==> config.mk <==
export PLATFORM = sky130hd
export DESIGN_NAME = frame_timer
export DESIGN_NICKNAME = d
export VERILOG_FILES = /design/src/rtl/ft_pkg.sv /design/src/rtl/ft_regs.sv /design/src/rtl/ft_counter.sv /design/src/rtl/ft_window.sv /design/src/rtl/frame_timer.sv
export SDC_FILE = /design/constraint.sdc
export NUM_CORES = 1
export LEC_CHECK = 0
export BUFFER_PORTS_ARGS = -buffer_cell sky130_fd_sc_hd__buf_2
export CORE_AREA = 5 5 139 108
export CTS_BUF_LIST = sky130_fd_sc_hd__clkbuf_4
export DETAILED_ROUTE_END_ITERATION = 16
export DIE_AREA = 0 0 144 113
export GPL_TIMING_DRIVEN = 1
export PLACE_DENSITY = 0.67
export RECOVER_POWER = 25
export SYNTH_ARGS = -nofsm -noshare
export SYNTH_HDL_FRONTEND = slang
export SYNTH_SLANG_ARGS = --single-unit
==> constraint.sdc <==
create_clock -name clk -period 2.25 [get_ports clk]
set_input_delay 0.45 -clock clk [delete_from_list [all_inputs] [get_ports clk]]
set_output_delay 0.45 -clock clk [all_outputs]
set_load 0.005 [all_outputs]
==> src/rtl/ft_pkg.sv <==
// Package: shared widths, register addresses, reset defaults and event bit
// positions for the frame interval timer.
package ft_pkg;
    localparam int DATA_W = 32;
    localparam int ADDR_W = 3;
    localparam int CNT_W  = 14;  // bit-time count width
    localparam int PKT_W  = 15;  // largest-data-packet field width
    localparam int FN_W   = 16;  // frame number width
    localparam int LS_W   = 12;  // low-speed threshold width
    localparam int EV_W   = 8;   // event vector width
    localparam int EV_SOF = 2;   // start-of-frame event bit
    localparam int EV_FNO = 5;   // frame-number-overflow event bit
    localparam int PKT_LSB = 16;

    localparam logic [CNT_W-1:0] DEF_CNT = 14'h2EDF;
    localparam logic [PKT_W-1:0] DEF_PKT = PKT_W'((6 * (int'(DEF_CNT) - 210)) / 7);
    localparam logic [CNT_W-1:0] DEF_PS  = CNT_W'((9 * int'(DEF_CNT)) / 10);
    localparam logic [LS_W-1:0]  DEF_LS  = 12'h628;

    typedef enum logic [ADDR_W-1:0] {
        RA_IVL  = 3'd0,
        RA_REM  = 3'd1,
        RA_FNUM = 3'd2,
        RA_PST  = 3'd3,
        RA_LST  = 3'd4
    } reg_addr_e;
endpackage

==> src/rtl/ft_regs.sv <==
// Module: software-programmed settings of the frame timer: the pending
// interval (count, largest packet, toggle), periodic start and low-speed
// threshold. Assumes one write per cycle; writes land on the clock edge.
module ft_regs
    import ft_pkg::*;
(
    input  logic              clk,
    input  logic              rst_n,
    input  logic              wr_en,
    input  logic [ADDR_W-1:0] addr,
    input  logic [DATA_W-1:0] wdata,
    output logic [CNT_W-1:0]  ivl_cnt,
    output logic [PKT_W-1:0]  ivl_pkt,
    output logic              ivl_tog,
    output logic [CNT_W-1:0]  pst_cnt,
    output logic [LS_W-1:0]   ls_cnt
);
    // Register writes with synchronous reset to the default frame settings.
    always_ff @(posedge clk) begin
        if (!rst_n) begin
            ivl_cnt <= DEF_CNT;
            ivl_pkt <= DEF_PKT;
            ivl_tog <= 1'b0;
            pst_cnt <= DEF_PS;
            ls_cnt  <= DEF_LS;
        end else if (wr_en) begin
            case (addr)
                RA_IVL: begin
                    ivl_cnt <= wdata[CNT_W-1:0];
                    ivl_pkt <= wdata[PKT_LSB +: PKT_W];
                    ivl_tog <= wdata[DATA_W-1];
                end
                RA_PST: pst_cnt <= wdata[CNT_W-1:0];
                RA_LST: ls_cnt  <= wdata[LS_W-1:0];
                default: ;
            endcase
        end
    end
endmodule

==> src/rtl/ft_counter.sv <==
// Module: remaining-time down-counter, active toggle mirror, frame number
// and event pulses. Assumes the pending interval is only sampled at reload.
module ft_counter
    import ft_pkg::*;
(
    input  logic             clk,
    input  logic             rst_n,
    input  logic             run,
    input  logic             tick,
    input  logic [CNT_W-1:0] pend_cnt,
    input  logic             pend_tog,
    input  logic             fn_wr,
    input  logic [FN_W-1:0]  fn_wdata,
    output logic [CNT_W-1:0] rem_cnt,
    output logic             act_tog,
    output logic [FN_W-1:0]  fnum,
    output logic             sof,
    output logic             fno
);
    logic            step;
    logic            reload;
    logic [FN_W-1:0] fn_inc;

    // Decode the advance and reload conditions for this cycle.
    always_comb begin
        step   = run && tick;
        reload = step && (rem_cnt == '0);
        fn_inc = fnum + 1'b1;
    end

    // Remaining count: decrement per tick, reload from the pending interval.
    always_ff @(posedge clk) begin
        if (!rst_n) begin
            rem_cnt <= DEF_CNT;
            act_tog <= 1'b0;
        end else if (reload) begin
            rem_cnt <= pend_cnt;
            act_tog <= pend_tog;
        end else if (step) begin
            rem_cnt <= rem_cnt - 1'b1;
        end
    end

    // Frame number: software load wins over the reload increment.
    always_ff @(posedge clk) begin
        if (!rst_n)       fnum <= '0;
        else if (fn_wr)   fnum <= fn_wdata;
        else if (reload)  fnum <= fn_inc;
    end

    // Event pulses raised in the cycle after a reload.
    always_ff @(posedge clk) begin
        if (!rst_n) begin
            sof <= 1'b0;
            fno <= 1'b0;
        end else begin
            sof <= reload;
            fno <= reload && !fn_wr && (fn_inc[FN_W-1] != fnum[FN_W-1]);
        end
    end
endmodule

==> src/rtl/ft_window.sv <==
// Module: threshold comparators on the remaining count. Purely combinational;
// assumes thresholds and count are from the same clock domain.
module ft_window
    import ft_pkg::*;
(
    input  logic [CNT_W-1:0] rem_cnt,
    input  logic [CNT_W-1:0] pst_cnt,
    input  logic [LS_W-1:0]  ls_cnt,
    output logic             periodic_win,
    output logic             ls_ok
);
    localparam int LS_PAD = CNT_W - LS_W;

    // Compare the count against both thresholds.
    always_comb begin
        periodic_win = (rem_cnt <= pst_cnt);
        ls_ok        = (rem_cnt > {{LS_PAD{1'b0}}, ls_cnt});
    end
endmodule

==> src/rtl/frame_timer.sv <==
// Module: top of the full-speed frame interval timer. Joins the register
// file, counter and comparators and provides the read mux and event vector.
// Assumes tick is a one-cycle bit-time enable in the clk domain.
module frame_timer
    import ft_pkg::*;
(
    input  logic              clk,
    input  logic              rst_n,
    input  logic              run,
    input  logic              tick,
    input  logic              wr_en,
    input  logic [ADDR_W-1:0] addr,
    input  logic [DATA_W-1:0] wdata,
    output logic [DATA_W-1:0] rdata,
    output logic [EV_W-1:0]   events,
    output logic              periodic_win,
    output logic              ls_ok
);
    localparam int REM_PAD = DATA_W - 1 - CNT_W;
    localparam int FN_PAD  = DATA_W - FN_W;
    localparam int PS_PAD  = DATA_W - CNT_W;
    localparam int LS_PADR = DATA_W - LS_W;
    localparam int IV_GAP  = PKT_LSB - CNT_W;

    logic [CNT_W-1:0] ivl_cnt, pst_cnt, rem_cnt;
    logic [PKT_W-1:0] ivl_pkt;
    logic             ivl_tog, act_tog, sof, fno, fn_wr;
    logic [LS_W-1:0]  ls_cnt;
    logic [FN_W-1:0]  fnum;

    // Frame-number load strobe.
    always_comb fn_wr = wr_en && (addr == RA_FNUM);

    ft_regs u_regs (
        .clk(clk), .rst_n(rst_n), .wr_en(wr_en), .addr(addr), .wdata(wdata),
        .ivl_cnt(ivl_cnt), .ivl_pkt(ivl_pkt), .ivl_tog(ivl_tog),
        .pst_cnt(pst_cnt), .ls_cnt(ls_cnt)
    );

    ft_counter u_cnt (
        .clk(clk), .rst_n(rst_n), .run(run), .tick(tick),
        .pend_cnt(ivl_cnt), .pend_tog(ivl_tog),
        .fn_wr(fn_wr), .fn_wdata(wdata[FN_W-1:0]),
        .rem_cnt(rem_cnt), .act_tog(act_tog), .fnum(fnum),
        .sof(sof), .fno(fno)
    );

    ft_window u_win (
        .rem_cnt(rem_cnt), .pst_cnt(pst_cnt), .ls_cnt(ls_cnt),
        .periodic_win(periodic_win), .ls_ok(ls_ok)
    );

    // Build the event vector from the two pulses.
    always_comb begin
        events         = '0;
        events[EV_SOF] = sof;
        events[EV_FNO] = fno;
    end

    // Register read mux.
    always_comb begin
        case (addr)
            RA_IVL:  rdata = {ivl_tog, ivl_pkt, {IV_GAP{1'b0}}, ivl_cnt};
            RA_REM:  rdata = {act_tog, {REM_PAD{1'b0}}, rem_cnt};
            RA_FNUM: rdata = {{FN_PAD{1'b0}}, fnum};
            RA_PST:  rdata = {{PS_PAD{1'b0}}, pst_cnt};
            RA_LST:  rdata = {{LS_PADR{1'b0}}, ls_cnt};
            default: rdata = '0;
        endcase
    end
endmodule

Yosys cells after proc, flatten, opt, wreduce, memory -nomap -nowiden. Cells that the tools add are included.

Flip-flop bits (word level): 89. Output and inout bits: 42. Input port bits: 40. Logic and storage cells: 37.

Magnitude comparators: 2. Muxes and demuxes: 5. Reductions and logical operators: 13. Add/sub/neg operators: 2. Equal/unequal tests: 5.

Operators with widths (number): $pmux W32 S5 (1); $mux W16 (2); $mux W14 (2); $add A16 B1 Y16 const B (1); $gt A14 B12 Y1 (1); $le A14 B14 Y1 (1); $logic_not A14 Y1 (1); $sub A14 B1 Y14 const B (1); $eq A3 B2 Y1 const B (2); $reduce_and A2 Y1 (3); $logic_and A1 B1 Y1 (5); $reduce_bool A2 Y1 (2); $eq A3 B1 Y1 const B (1); $eq A3 B3 Y1 const B (1); $logic_not A3 Y1 (1); $logic_not A1 Y1 (1); $ne A1 B1 Y1 (1).

Depth between registers and ports, before layout. Gate-level depths: netlist of the first run.

Depth after elaboration: 5. Gate-level depth with buffers: 9. Mapped depth without buffers: 7.

Cells and area by module. A second synthesis of the first run with hierarchy kept.

Cells, all modules: 670. Area total of the unflattened synthesis: 5760.5 um2.

By module, submodules not included: ft_regs (instances 1, seq. area each 1121.1 um2, cells each 230, area each 2311.0 um2); ft_counter (instances 1, seq. area each 660.6 um2, cells each 252, area each 2048.2 um2); frame_timer (instances 1, seq. area each 0.0 um2, cells each 98, area each 744.5 um2); ft_window (instances 1, seq. area each 0.0 um2, cells each 90, area each 656.9 um2).

Worst setup path after synthesis of the first run. No wires, ideal clock.

Path type: input to output. Start point: input addr[0]. End point: output rdata[10]. Arrival time: 1715 ps. Buffers on the path: 2. Slack: 85 ps. Stages: 5. Data required time: 1800 ps. Cells stage by stage: buf_1 buf_1 mux2_2 a22oi_1 o22ai_1.

Word-level cells in the longest chain between the ends: 2. Elaborated cells between the ends (all ways): 6. Those cells by class: eq/ne (4); mux (1); reduce/logical (1).

Ends and longest elaborated chain: start, declared (line frame_timer.sv:12) `input logic [ADDR_W-1:0] addr,`; $eq A3 B3 Y1 (tied with other cells) (line frame_timer.sv:62) `case (addr)`; $pmux W32 S5 * (line frame_timer.sv:62); end, declared (line frame_timer.sv:14) `output logic [DATA_W-1:0] rdata,`.

Mark *: on every way between the ends. The rest lies on a longest branch, timed or not.

Worst setup path after layout of the first run.
Start point: register u_regs.pst_cnt[4]. End point: output periodic_win.

Word-level cells in the longest chain between the ends: 1.

Ends and longest elaborated chain: start, declared (line ft_regs.sv:15) `output logic [CNT_W-1:0] pst_cnt,`; start signal, assigned (line ft_regs.sv:33) `RA_PST: pst_cnt <= wdata[CNT_W-1:0];`; $le A14 B14 Y1 (line ft_window.sv:16) `periodic_win = (rem_cnt <= pst_cnt);`; end, declared (line frame_timer.sv:16) `output logic periodic_win,`.

Every way passes these cells.

==> results of run 1 <==
[routing by layer]
metal  part of all wire [%]  wire length (um)  vias to the layer above
met5                      0                 0                        -
li1                       -                 -                     2580
met4                    1.8               332                        0
met2                     41              7750                      263
met1                     46              8629                     2519
met3                     11              2067                       27
[where the power goes]
group          internal, mW  total (mW)  switching, mW
clock network         0.451        1.06          0.612
logic                 0.202       0.468          0.266
registers              1.61        1.65         0.0415
total                  2.26        3.18          0.919
[layout make-up]
class | count | area (sq um) | share of cell area, %
diodes | 1 | 2.502 | 0.03805
well taps | 175 | 219.0 | 3.330
flip-flops and latches | 89 | 1839 | 27.97
inverters | 34 | 127.6 | 1.941
repair buffers | 138 | 903.4 | 13.74
clock buffers | 9 | 67.56 | 1.027
multi-input cells | 500 | 3323 | 50.53
clock inverters | 7 | 93.84 | 1.427
[stage by stage]
| stage | cell area [sq um] | hold WS [ns] | utilization, % |
|---|---|---|---|
| floorplan | 5251 | 0.4315 | - |
| global placement | 5972 | 0.4390 | 44.33 |
| detailed placement | 5972 | 0.4438 | 44.33 |
| CTS | 6545 | 0.1597 | 48.58 |
| global route | 6576 | 0.1650 | 48.82 |
| finish | 6576 | 0.1800 | 48.82 |
[final timing paths]
| kind | from | endpoint | depth (start not counted) |
|---|---|---|---|
| min | wdata[26] | u_regs.ivl_pkt[10] | 3 |
| max reg2reg | u_cnt.rem_cnt[0] | u_cnt.rem_cnt[4] | 10 |
| max | u_regs.pst_cnt[4] | periodic_win | 7 |
| min reg2reg | u_regs.ivl_pkt[7] | u_regs.ivl_pkt[7] | 2 |
[critical path: stages, from the launching register on]
cell and delay [ns]:
dfxtp_2 0.37, inv_2 0.05, ha_4 0.24, and4_1 0.23, a221oi_2 0.27, o211ai_1 0.13, o21ai_1 0.13, buf_2 0.15
[state kept, by name (all words and copies together), names as in the netlist]
register / count
u_regs.ls_cnt: 12
u_cnt.sof: 1
u_cnt.act_tog: 1
u_cnt.fno: 1
u_cnt.fnum: 16
u_regs.pst_cnt: 14
u_regs.ivl_pkt: 15
u_cnt.rem_cnt: 14
u_regs.ivl_cnt: 14
u_regs.ivl_tog: 1
[cell usage in the layout (no fill, tap or decap), drive strengths merged, types with 3 or more instances in the layout]
cell    netlist  routed
and2         22      22
o22ai        12      12
xnor2        13      13
mux2         11      11
inv          33      34
nand3        35      35
o31ai         3       3
a21boi        4       4
nor2b         6       6
nor2         19      19
conb          1       6
and4          5       5
o311ai        3       3
nor4         12      12
a21o          3       3
dfxtp        89      89
ha           29      29
nor4b         3       3
a21oi        49      49
a22oi        24      24
o211ai       17      17
nand2       130     130
clkbuf       31      16
a32oi         3       3
clkinv        1       4
nand4        13      13
buf          18     131
nor3         19      19
o21ai        31      31
[kinds of logic (layout without fill, tap and decap cells)]
logic type | count (synthesis) | after routing | share of synthesized area [%]
simple gates | 275 | 275 | 26.26
flops | 89 | 89 | 34.05
fa+ha+maj | 29 | 29 | 6.935
other cells | 1 | 7 | 0.07167
mux | 14 | 14 | 3.419
buf+inv | 85 | 188 | 7.484
compound gates | 162 | 162 | 19.44
xor+xnor | 14 | 14 | 2.343
[repair_timing]
item	in CTS	in global routing
hold buffers	0	0
endpoints found under the hold margin	0	0
gates resized for setup	71	14
buffers inserted	14	2
setup endpoints to repair	2	7
pin swaps	23	7
==> out/results.txt, run 1 <==
Status: finished, violations left
Failing checks: negative setup slack
Num CTS Buffers: 9
Yosys warnings: 0
Most frequent cells after synthesis: nand2_1 (130), dfxtp_1 (89), a21oi_1 (49), nand3_1 (35), inv_1 (33)
Yosys reg bits: 89
Fill count: 1330
Die Span X: 144 um
Area share of the largest cell type after synthesis: 34.05%
Final Cycle Share: 110.1%
Synth area leaders: dfxtp_1 (34%), nand2_1 (9.3%), ha_1 (6.9%)
Final worst setup slack: -0.2275 ns
Routed vias: 5389
Global routing usage on met2: 32.73%
Largest fanout on the critical path: 3
Final Max Tran Viols: 0
Wire per inst: 19.71 um
Antenna Violating Nets Remaining: 0
Cells after Synth: 669
# DRC: 0
Grt met3 use: 5.999%
Die area: 16270 sq um
Final setup violation count: 17
Final hold violation count: 0
# rows: 37
Power per standard cell area: 483.9 nW/um^2
First-pass DRT Iterations: 5
Synthesized area per cell: 7.821 sq um
CTS H-tree lvls: 3
First DRT Iteration DRCs: 556
Max Cap Violations: 0
Dpl cells: 920
Tot Pwr: 3.182 mW
Setup Skew: 0.01855 ns
Largest net degree at the start of global routing: 69
Critical Path RT: 1.80 ns
Clock root cell: clkbuf_4
Leak: 2.584 nW
Initial Util: 38.84%
Global-route wire length before repair: 29190 um
Slew HR: 41.80%
GR peak layer: met1
RSZ-0062 raised after global routing: true
Final Net Count: 841
Initial antenna violation count: 1
Post-synth EDFFs: 0
Met1 Resource Use GR: 35.12%
Most common cell in the synthesized netlist: nand2_1
WS Path Type: reg2out
Slew at the pin closest to its max-slew limit: 0.8730 ns
Remaining Overflow, GRT: 0
CTS tree: done
Total track usage: 23.14%
Post-synth top area cell: dfxtp_1
Chip height: 113 um
CTS sink cnt: 89
Max Freq: 0.4036 GHz
Layout Cells excl Fill: 953
Minimum clock period: 2.477 ns
Yosys cell types: 57
Core ar.: 13470 sq um
Critical path arrival: 2.03 ns
Ys flop type: dfxtp_1
Crit start category: register
Clock transition at the registers of the reported paths: 0.15 ns
Pre-CTS setup slack: 0.09355 ns
Placer Congestion: 1.031
Worst skew pair latency: 0.47 ns
Synthesized area: 5233 sq um
CP Capture Type: output port
Vias in the first global route: 5006
Final TNS setup: -1.066 ns
R2R Setup Slk: 0.11 ns
DP Wirelength: 13690 um
Async set-reset flop share out of synthesis: 0%
Post-synthesis sequential area ratio: 34.05%
Share of layout cells above drive strength 1: 30.37%
Worst IR Drop VDD: 296.4 uV
Worst hold-check path type: in2reg
Routed WL: 18780 um
Buffers on Ports: 75
Via/cell ratio: 5.655
Ports: 82
CTS Buffer Depth: 2
Layout Area Growth over Synthesis: 25.68%
(Power assumes the default switching activity.)
==> run 2, diff against run 1 <==
Settings changed: PLACE_DENSITY 0.67 to 0.65, SKIP_LAST_GASP set to 1.
==> run 2 against run 1 <==
The run still ends with negative setup slack left. Clock skew is 0.0028 ns higher. Sequential share of layout area up 0.60 points. Maximum frequency down 3.4%. Sequential power about the same. Worst hold slack worse by 0.022 ns. Die area is the same. Power decreased by 5.8%. Critical path depth grew 1. Flip-flop and latch count unchanged. Final cell count down 1.0%. Clock power down 15%. Global-route usage shrank 1.3 points.
==> out/results.txt, run 2 (same netlist as run 1, synthesis figures left out) <==
CP top delay family: compound AO/OA/AOI/OAI gates
Final Cycle Share: 114.0%
WS Path Type: reg2out
# DRC: 0
Int Pwr: 2.049 mW
Max Cap Violations: 0
Die Span X: 144 um
Initial Util: 38.84%
Worst hold-check path type: in2reg
Setup Skew: 0.02137 ns
Comb pwr share: 14.7%
Most frequent cells in the layout: nand2_1 (130), buf_2 (73), dfxtp_1 (70), a21oi_1 (47), buf_4 (44)
Minimum clock period: 2.565 ns
Final worst setup slack: -0.3151 ns
R2R Setup Slk: 0.04 ns
Final setup violation count: 17
Chip height: 113 um
Reg2Reg Launch Point: u_cnt.rem_cnt[3]
Hold WS: 0.1584 ns
Biggest register: u_cnt.fnum
Placed Area: 5907 sq um
Worst Path Buf+Inv: 2
Worst stage delay on the critical path: 0.37 ns
Share of layout cells above drive strength 1: 27.47%
Hold Crit Depth: 3
Clock transition at the registers of the reported paths: 0.17 ns
Worst IR Drop VDD: 300.0 uV
Global-route wire length before repair: 28040 um
# hold bufs at CTS: 0
Final Max Tran Viols: 0
Multi-input logic area: 3271 sq um
CTS tree: done
Layout Area Growth over Synthesis: 21.31%
Ports: 82
Clock root cell: clkbuf_4
Register area: 1813 sq um
Vias in the first global route: 5176
Remaining Overflow, GRT: 0
Final Net Count: 832
Placer Congestion: 0.9781
Commonest non-fill, non-tap cell in the layout: nand2_1
Final hold violation count: 0
Leak: 2.514 nW
First-pass DRT Iterations: 5
Slew at the pin closest to its max-slew limit: 0.7973 ns
Largest regs: u_cnt.fnum: 16 flops, u_regs.ivl_pkt: 15 flops
Max Freq: 0.3899 GHz
Worst path cell trace: inv_2 -> ha_4 -> a211oi_2 -> nor2_1 -> o31ai_2 -> o211ai_1 -> o21ai_1 -> buf_2
Largest fanout on the critical path: 2
Num CTS Buffers: 9
RSZ-0062 raised after global routing: true
Initial antenna violation count: 0
DP Wirelength: 13360 um
Hold EP: u_regs.ivl_pkt[9]
Clk network pwr share: 30.0%
Wire per inst: 19.33 um
Antenna Violating Nets Remaining: 0
Core ar.: 13470 sq um
CTS Buffer Depth: 2
Die area: 16270 sq um
Switch Pwr: 948.8 uW
Final core utilization: 47.12%
Routed WL: 18230 um
Switching Fraction: 31.65%
Reg power frac: 55.2%
Routed vias: 5451
Critical path arrival: 2.12 ns
Slew HR: 46.85%
Worst skew pair latency: 0.48 ns
Fill count: 1305
Pre-CTS setup slack: 0.02387 ns
Power per standard cell area: 472.2 nW/um^2
CP max stage cell: dfxtp_2
CTS H-tree lvls: 3
Crit start category: register
Total track usage: 21.88%
Via/cell ratio: 5.780
CP Capture Type: output port
# rows: 37
Status: finished, violations left
Worst Hold Launch: wdata[25]
CTS sink cnt: 89
Reg-to-reg endpoint: u_cnt.fnum[4]
Finished Cell Area: 6347 sq um
First DRT Iteration DRCs: 502
Failing checks: negative setup slack
Critical Path RT: 1.80 ns
Max FFs per register: 16
Antenna cell count: 0
Largest net degree at the start of global routing: 37
R2R cell count: 9
Buffers on Ports: 75
-- run 2: layout make-up --
| class | instances | area share [%] |
|---|---|---|
| Clock buffer | 9 | 1.064 |
| Clock inverter | 7 | 0.9265 |
| Inverter | 34 | 2.011 |
| Multi-Input combinational cell | 500 | 51.53 |
| Sequential cell | 89 | 28.56 |
| Tap cell | 175 | 3.450 |
| Timing Repair Buffer | 129 | 12.46 |
-- run 2: power groups by stage --
stage	registers, mW	logic [mW]	clock network, mW
after floorplan	1.68	0.244	0
final	1.66	0.442	0.900
after detailed placement	1.69	0.416	0
after global placement	1.69	0.411	0
after global routing	1.66	0.481	0.967
after CTS	1.66	0.435	0.910
-- run 2: metrics by stage --
stage | setup TNS (ns) | cells | total power, mW
6_report | -3.958 | 943 | 2.997
3_5_place_dp | 0 | 913 | 2.105
2_1_floorplan | 0 | 674 | 1.920
5_1_grt | -5.759 | 943 | 3.110
4_1_cts | -0.4209 | 937 | 3.001
3_3_place_gp | 0 | 913 | 2.099
-- run 2: worst max-delay path by stage --
stage	from	to	slack [ns]	depth (start not counted)
finish	u_regs.pst_cnt[7]	periodic_win	-0.32	8
global route	u_regs.pst_cnt[6]	periodic_win	-0.38	8
CTS	u_regs.pst_cnt[7]	periodic_win	-0.26	8
detailed placement	u_regs.pst_cnt[7]	periodic_win	0.02	8
global placement	u_regs.pst_cnt[7]	periodic_win	0.008	8
floorplan	addr[0]	rdata[10]	0.08	5
-- run 2: worst reg2reg max path: cells and delay by family, from the launching register on --
kind                      cells  cell delay, ns
and+or+nand+nor               3            0.84
buffers and inverters         4            0.60
DFF                           1            0.40
xor gates and xnor gates      1            0.16
AOI/OAI and AO/OA             1            0.13
-- run 2: what timing repair did --
action	CTS	global route
endpoints found under the setup margin	3	16
buffers inserted	8	6
hold endpoints to repair	0	0
pin swaps	18	6
resized for setup	46	14
-- run 2: routing by layer --
metal	GRT usage (%)	vias up	share of wire, %	wire length [um]
met4	5.082	0	1.5	266
met1	32.66	2597	48	8672
met5	0	-	0	0
met2	31.77	267	42	7705
li1	-	2561	-	-
met3	5.154	26	8.7	1582
